===== src/rtl/sec_adj_pkg.sv =====
package sec_adj_pkg;
  localparam int ADJ_REG_W    = 32;
  localparam int ADJ_PERIOD_W = 19;
  localparam int ADJ_MODE_LSB = 19;
  localparam int ADJ_MODE_W   = 2;
  localparam int ADJ_EN_BIT   = 23;
  localparam int ADJ_AMT_W    = 2;

  typedef enum logic [ADJ_MODE_W-1:0] {
    TRIM_NONE_A = 2'd0,
    TRIM_NONE_B = 2'd1,
    TRIM_DROP   = 2'd2,
    TRIM_ADD    = 2'd3
  } trim_mode_e;

  // Increment for one accepted tick, given the settings and whether the
  // phase counter wraps on this tick.
  function automatic logic [ADJ_AMT_W-1:0] trim_amount(
    input logic       en,
    input trim_mode_e mode,
    input logic       wrap
  );
    logic [ADJ_AMT_W-1:0] amt;
    amt = 2'd1;
    if (en && wrap) begin
      case (mode)
        TRIM_DROP: amt = 2'd0;
        TRIM_ADD:  amt = 2'd2;
        default:   amt = 2'd1;
      endcase
    end
    return amt;
  endfunction
endpackage


===== src/rtl/sec_adj_cfg.sv =====
module sec_adj_cfg
  import sec_adj_pkg::*;
#(
  parameter int REG_W    = ADJ_REG_W,
  parameter int PERIOD_W = ADJ_PERIOD_W,
  parameter int MODE_LSB = ADJ_MODE_LSB,
  parameter int EN_BIT   = ADJ_EN_BIT
) (
  input  logic                clk,
  input  logic                rst_n,
  input  logic                wr_en,
  input  logic [REG_W-1:0]    wr_data,
  output logic                cfg_en,
  output trim_mode_e          cfg_mode,
  output logic [PERIOD_W-1:0] cfg_period
);
  localparam int MODE_MSB = MODE_LSB + ADJ_MODE_W - 1;

  logic unused_cfg_bits;
  assign unused_cfg_bits = ^{wr_data[REG_W-1:EN_BIT+1], wr_data[EN_BIT-1:MODE_MSB+1]};

  always_ff @(posedge clk) begin
    if (!rst_n) begin
      cfg_en     <= 1'b0;
      cfg_mode   <= TRIM_NONE_A;
      cfg_period <= '0;
    end else if (wr_en) begin
      cfg_en     <= wr_data[EN_BIT];
      cfg_mode   <= trim_mode_e'(wr_data[MODE_MSB:MODE_LSB]);
      cfg_period <= wr_data[PERIOD_W-1:0];
    end
  end
endmodule


===== src/rtl/sec_adj_phase.sv =====
module sec_adj_phase #(
  parameter int PERIOD_W = 19
) (
  input  logic                clk,
  input  logic                rst_n,
  input  logic                step,
  input  logic                restart,
  input  logic [PERIOD_W-1:0] period,
  output logic                wrap
);
  localparam logic [PERIOD_W-1:0] ONE = {{(PERIOD_W-1){1'b0}}, 1'b1};

  logic [PERIOD_W-1:0] phase_q;

  assign wrap = step && (phase_q == period);

  always_ff @(posedge clk) begin
    if (!rst_n)       phase_q <= '0;
    else if (restart) phase_q <= '0;
    else if (step)    phase_q <= wrap ? '0 : phase_q + ONE;
  end
endmodule


===== src/rtl/sec_adj_outreg.sv =====
module sec_adj_outreg #(
  parameter int AMT_W = 2
) (
  input  logic             clk,
  input  logic             rst_n,
  input  logic             in_valid,
  output logic             in_ready,
  input  logic [AMT_W-1:0] in_amt,
  output logic             out_valid,
  input  logic             out_ready,
  output logic [AMT_W-1:0] out_amt
);
  assign in_ready = !out_valid || out_ready;

  always_ff @(posedge clk) begin
    if (!rst_n) begin
      out_valid <= 1'b0;
      out_amt   <= 2'd1;
    end else if (in_ready) begin
      out_valid <= in_valid;
      if (in_valid) out_amt <= in_amt;
    end
  end
endmodule


===== src/rtl/sec_trim_corrector.sv =====
module sec_trim_corrector
  import sec_adj_pkg::*;
#(
  parameter int REG_W    = ADJ_REG_W,
  parameter int PERIOD_W = ADJ_PERIOD_W,
  parameter int MODE_LSB = ADJ_MODE_LSB,
  parameter int EN_BIT   = ADJ_EN_BIT,
  parameter int AMT_W    = ADJ_AMT_W
) (
  input  logic             clk,
  input  logic             rst_n,
  input  logic             cfg_we,
  input  logic [REG_W-1:0] cfg_wdata,
  input  logic             tick_valid,
  output logic             tick_ready,
  output logic             inc_valid,
  input  logic             inc_ready,
  output logic [AMT_W-1:0] inc_amount
);
  logic                cfg_en;
  trim_mode_e          cfg_mode;
  logic [PERIOD_W-1:0] cfg_period;
  logic                tick_acc;
  logic                wrap;
  logic [AMT_W-1:0]    amt;

  assign tick_acc = tick_valid && tick_ready;

  sec_adj_cfg #(
    .REG_W(REG_W), .PERIOD_W(PERIOD_W), .MODE_LSB(MODE_LSB), .EN_BIT(EN_BIT)
  ) u_cfg (
    .clk(clk), .rst_n(rst_n), .wr_en(cfg_we), .wr_data(cfg_wdata),
    .cfg_en(cfg_en), .cfg_mode(cfg_mode), .cfg_period(cfg_period)
  );

  sec_adj_phase #(.PERIOD_W(PERIOD_W)) u_phase (
    .clk(clk), .rst_n(rst_n), .step(tick_acc), .restart(cfg_we),
    .period(cfg_period), .wrap(wrap)
  );

  assign amt = trim_amount(cfg_en, cfg_mode, wrap);

  sec_adj_outreg #(.AMT_W(AMT_W)) u_out (
    .clk(clk), .rst_n(rst_n),
    .in_valid(tick_valid), .in_ready(tick_ready), .in_amt(amt),
    .out_valid(inc_valid), .out_ready(inc_ready), .out_amt(inc_amount)
  );
endmodule


===== config.mk =====
export PLATFORM = sky130hd
export DESIGN_NAME = sec_trim_corrector
export DESIGN_NICKNAME = d
export VERILOG_FILES = /design/src/rtl/sec_adj_pkg.sv /design/src/rtl/sec_adj_cfg.sv /design/src/rtl/sec_adj_phase.sv /design/src/rtl/sec_adj_outreg.sv /design/src/rtl/sec_trim_corrector.sv
export SDC_FILE = /design/constraint.sdc
export NUM_CORES = 1
export LEC_CHECK = 0
export ABC_AREA = 1
export BUFFER_PORTS_ARGS = -buffer_cell sky130_fd_sc_hd__buf_2
export CORE_MARGIN = 2
export CORE_UTILIZATION = 40
export CTS_CLUSTER_DIAMETER = 30
export DETAILED_ROUTE_END_ITERATION = 16
export GPL_TIMING_DRIVEN = 0
export MAX_ROUTING_LAYER = met4
export PLACE_DENSITY_LB_ADDON = 0.05
export SLEW_MARGIN = 25
export SYNTH_ARGS = -nofsm -noshare
export SYNTH_HDL_FRONTEND = slang
export SYNTH_SLANG_ARGS = --single-unit

===== constraint.sdc =====
create_clock -name clk -period 3.1 [get_ports clk]
set_input_delay 0.62 -clock clk [delete_from_list [all_inputs] [get_ports clk]]
set_output_delay 0.62 -clock clk [all_outputs]
set_load 0.05 [all_outputs]

=== After elaboration in Yosys (flattened, before gate mapping) ===
Cells that the tools add are included.

* Logic and storage cells: 21
* Flip-flop bits (word level): 44
* Input port bits: 37
* Output and inout port bits: 4

* Multiplexer cells: 3
* $add $sub $neg: 1
* Bitwise operators: 1
* Equality and inequality tests: 3
* Reduce and logical (&&, ||, !) cells: 7

{| class="wikitable"
|+ Operators by type and width
! operator !! number
|-
| $add 19x1->19 const B || 1
|-
| $eq 19x19->1 || 1
|-
| $mux 19 || 1
|-
| $eq 2x2->1 const B || 2
|-
| $pmux 2 s2 || 1
|-
| $logic_and 1x1->1 || 3
|-
| $mux 2 || 1
|-
| $reduce_and 2->1 || 1
|-
| $reduce_or 2->1 || 1
|-
| $logic_not 1->1 || 1
|-
| $logic_or 1x1->1 || 1
|-
| $not 1->1 || 1
|}

=== Logic depth before layout (Yosys ltp) ===
* Depth in word-level cells: 6
* Depth in mapped cells: 11
* Depth with buffers taken out: 10

=== Hierarchy ===
Synthesis repeated with hierarchy kept, for this count alone.

* Cell total of the unflattened synthesis: 378
* Area, all modules: 2398.6 µm²

{| class="wikitable"
|+ Modules (own cells, without submodules)
! module !! cells an instance !! area an instance (µm²) !! sequential area each (µm²) !! instances
|-
| sec_adj_phase || 218 || 1326.3 || 380.4 || 1
|-
| sec_adj_cfg || 139 || 919.6 || 440.4 || 1
|-
| sec_adj_outreg || 15 || 128.9 || 60.1 || 1
|-
| sec_trim_corrector || 6 || 23.8 || 0.0 || 1
|}

=== Worst setup path after synthesis ===
OpenSTA, ideal clock, no wires.

* Path kind: input to register
* From: input port inc_ready
* To: register u_phase.phase_q[11]
* Setup slack: 1168 ps
* Required time: 2984 ps
* Arrival time: 1816 ps
* Buffers on the path: 0
* Cell stages on the path: 9
* Setup time: 116 ps
* Path through: inv_1 -> nand2_2 -> nand2_1 -> nor3_4 -> nand2_2 -> nor2_1 -> nand2_1 -> o21ai_0 -> nor2_1

* Word-level cells in the longest chain between the ends: 4

{| class="wikitable"
|+ Ends and longest elaborated chain
! item !! RTL line !! text
|-
| start, declared || sec_trim_corrector.sv:17 || <nowiki>input logic inc_ready,</nowiki>
|-
| $logic_or 1x1->1 * || sec_adj_outreg.sv:13 || <nowiki>assign in_ready = !out_valid || out_ready;</nowiki>
|-
| net tick_ready || sec_trim_corrector.sv:15 || <nowiki>output logic tick_ready,</nowiki>
|-
| $logic_and 1x1->1 * || sec_trim_corrector.sv:27 || <nowiki>assign tick_acc = tick_valid && tick_ready;</nowiki>
|-
| $logic_and 1x1->1 || sec_adj_phase.sv:15 || <nowiki>assign wrap = step && (phase_q == period);</nowiki>
|-
| $mux 19 || sec_adj_phase.sv:20 || <nowiki>else if (step) phase_q <= wrap ? '0 : phase_q + ONE;</nowiki>
|-
| end signal, assigned || sec_adj_phase.sv:20 ||
|-
| end, declared || sec_adj_phase.sv:13 || <nowiki>logic [PERIOD_W-1:0] phase_q;</nowiki>
|}

The timed path passes the listed nets; every way through them passes the cells marked *.
A chain may end at the register's enable or synchronous reset.

=== Worst setup path in the final report ===
* From: input port inc_ready
* To: output port tick_ready

* Word-level cells in the longest chain between the ends: 1

{| class="wikitable"
|+ Ends and longest elaborated chain
! item !! RTL line
|-
| $logic_or 1x1->1 || sec_adj_outreg.sv:13
|-
| end, declared || sec_trim_corrector.sv:15
|}

Every way passes these cells.

==> flow_summary.toml <==
[run_status]
status = "finished, final reports clean"

[drt]
wl_mm = 5.04
via_per_inst = 4.71
drc = 0
vias = 2001
drt_first_pass_iters = 4
drtIter0Drc = 116
ant_nets = 0
drt-wirelength-per-cell_microns = 11.9

[logic_synthesis]
synthDominantCellAreaShare = 0.409
synth.most_common_cell = "nand2_1"
synth_edf_count = 0
ys_ff_latch = 44
synth_top_cells_by_count = "nand2_1 (80), nor2_1 (58), dfxtp_1 (44), inv_1 (37), o21ai_0 (25)"
syn-cell-area_sq_um = 2150
syn_inst = 318
synth-warning-count = 0
syn_area_per_cell_sq_um = 6.78
synthTopCellsByArea = "dfxtp_1 (41%), nand2_1 (14%), nor2_1 (10%), inv_1 (6.4%), o21ai_0 (5.8%)"
synth_top_area_cell = "dfxtp_1"
synthesis.nets = 356
ys_seq_area_frac = 0.409
synthFlopType = "dfxtp_1"
async_reset_ff_frac = 0
ys_types = 22

[setup_path]
crit_path_max_incr_delay_ns = 0.22
end_kind = "output port"
cp_slowest_cell = "buf_2"
crit_path_start_kind = "primary input"
path_class = "in2out"
cpMostUsedCell = "buf_2"
critPathRequiredTime_ns = 2.48
cp_cell_sequence = "buf_2, inv_1, nand2_2, buf_2"
worstPathMaxFanout = 4
crit_arrival_ns = 1.13

[clock_network]
cts_buffers = 5
cts_hold_buf = 0
cts_max_level = 2
cts_resized = 0
post_cts_buffers = 0
clk_pin_slew_ns = 0.08
clockBufferDepth = 2
clkSinkCount = 44
clkLatencyLatePin_ns = 0.30
cts_tree = "built"
cts.root.buffer_cell = "clkbuf_8"

[flow_run]
max-cap-violations = 0

[worst_hold_path]
min_path_type = "reg2reg"

[grt]
grtUsageTotal = 0.185
grt_pass1_vias = 1791
grt_max_degree = 13
grt_pass1_wl_mm = 8.40
grt-ovfl-total = 0
antenna_found_initial = 0

[layout]
drive_gt1_frac = 0.138
area_growth_pct = 15.5
fillCellCount = 568
instances_no_fill = 425
antenna_cells = 0
final_nets = 393

[placement]
gp_congestion = 0.819
dpl.hpwl_mm = 3.78
port_buffers = 30
place_inst = 418

[timing]
drv_slew = 0
skew_ns = 0.00586
max_freq_ghz = 0.573
slew_headroom = 0.636
finalSetupTns_ns = 0
hold_viol = 0
finalSetupViolCount = 0
finalCritPeriodShare = 0.563
fin_crit_ns = 1.75
rsz0062_at_grt = "false"
tightest_slew_ns = 0.546

[power_and_ir_drop]
finalPower_mw = 1.12
max-vdd-ir-drop_mv = 0.274
leakagePower_nw = 1.08
powerDensity_nw_per_um2 = 452

[die]
die_h_microns = 77.4
die_area_sq_um = 5990
ios = 41
dieWidth_microns = 77.4
start_util = 0.419
num_rows = 26
core_area_sq_um = 5140
sequential cells by signal, indices dropped and copies added, names as in the netlist:
name              cells
u_cfg.cfg_period     19
u_phase.phase_q      19
u_cfg.cfg_mode        2
u_out.out_amt         2
u_cfg.cfg_en          1
u_out.out_valid       1
final timing paths:
path	start	to	slack, ns	cells past startpoint
worst min-delay path	u_out.out_amt[1]$_SDFFE_PN0P_	u_out.out_amt[1]$_SDFFE_PN0P_	0.47	2
worst max-delay path	inc_ready	tick_ready	1.35	4
worst min register to register	u_out.out_amt[1]$_SDFFE_PN0P_	u_out.out_amt[1]$_SDFFE_PN0P_	0.47	2
worst max register to register	u_phase.phase_q[0]$_SDFFE_PP0P_	u_phase.phase_q[18]$_SDFFE_PP0P_	1.45	8
critical path, delay by kind of cell:
kind / cells / cell delay (ns)
buffers and inverters: 3 / 0.42
and+or+nand+nor: 1 / 0.09
report_power, final:
part	switching [mW]	total, mW	internal, mW
clock	0.196	0.395	0.199
combinational	0.0806	0.129	0.0482
sequential	0.0141	0.601	0.587
total	0.291	1.12	0.834
cells in the final DEF, fill, tap and decap left out, drive strengths merged:
cell type and count:
nand2 83, nand4 8, a31oi 1, nand3 13
nor2 62, nor3 2, buf 31, ha 1
xnor2 10, or2 1, dfxtp 44, a21oi 15
clkbuf 13, inv 38, o21ai 25, xor2 8
per-stage QoR:
stage,setup WS (ns),utilization,hold slack (ns),cell area [sq um]
2_1_floorplan,1.17,-,0.448,2150
6_report,1.35,0.484,0.472,2490
4_1_cts,1.35,0.484,0.476,2490
5_1_grt,1.20,0.484,0.494,2490
3_3_place_gp,1.04,0.465,0.455,2390
3_5_place_dp,1.03,0.465,0.459,2390
final cells by class:
cell class	instances	area (sq um)	share of cell area
timing repair buffer	30	150	0.0603
sequential	44	881	0.354
inverter	38	143	0.0573
multi-input combinational	229	1100	0.441
buffer	7	33.8	0.0136
clock buffer	7	96.3	0.0387
tap	70	87.6	0.0352
per-layer routing:
metal	track usage	up-vias	share of wire
li1	-	1065	-
met1	0.242	895	0.51
met2	0.283	36	0.44
met3	0.0384	5	0.038
met4	0.0643	0	0.012
met5	-	-	0
logic make-up after synthesis:
| group | after synthesis | synth area share |
|---|---|---|
| compound gates | 41 | 0.101 |
| xor+xnor | 18 | 0.0732 |
| fa+ha+maj | 1 | 0.00581 |
| buf+inv | 45 | 0.0819 |
| flops | 44 | 0.409 |
| simple gates | 169 | 0.329 |
(Power assumes the default switching activity.)
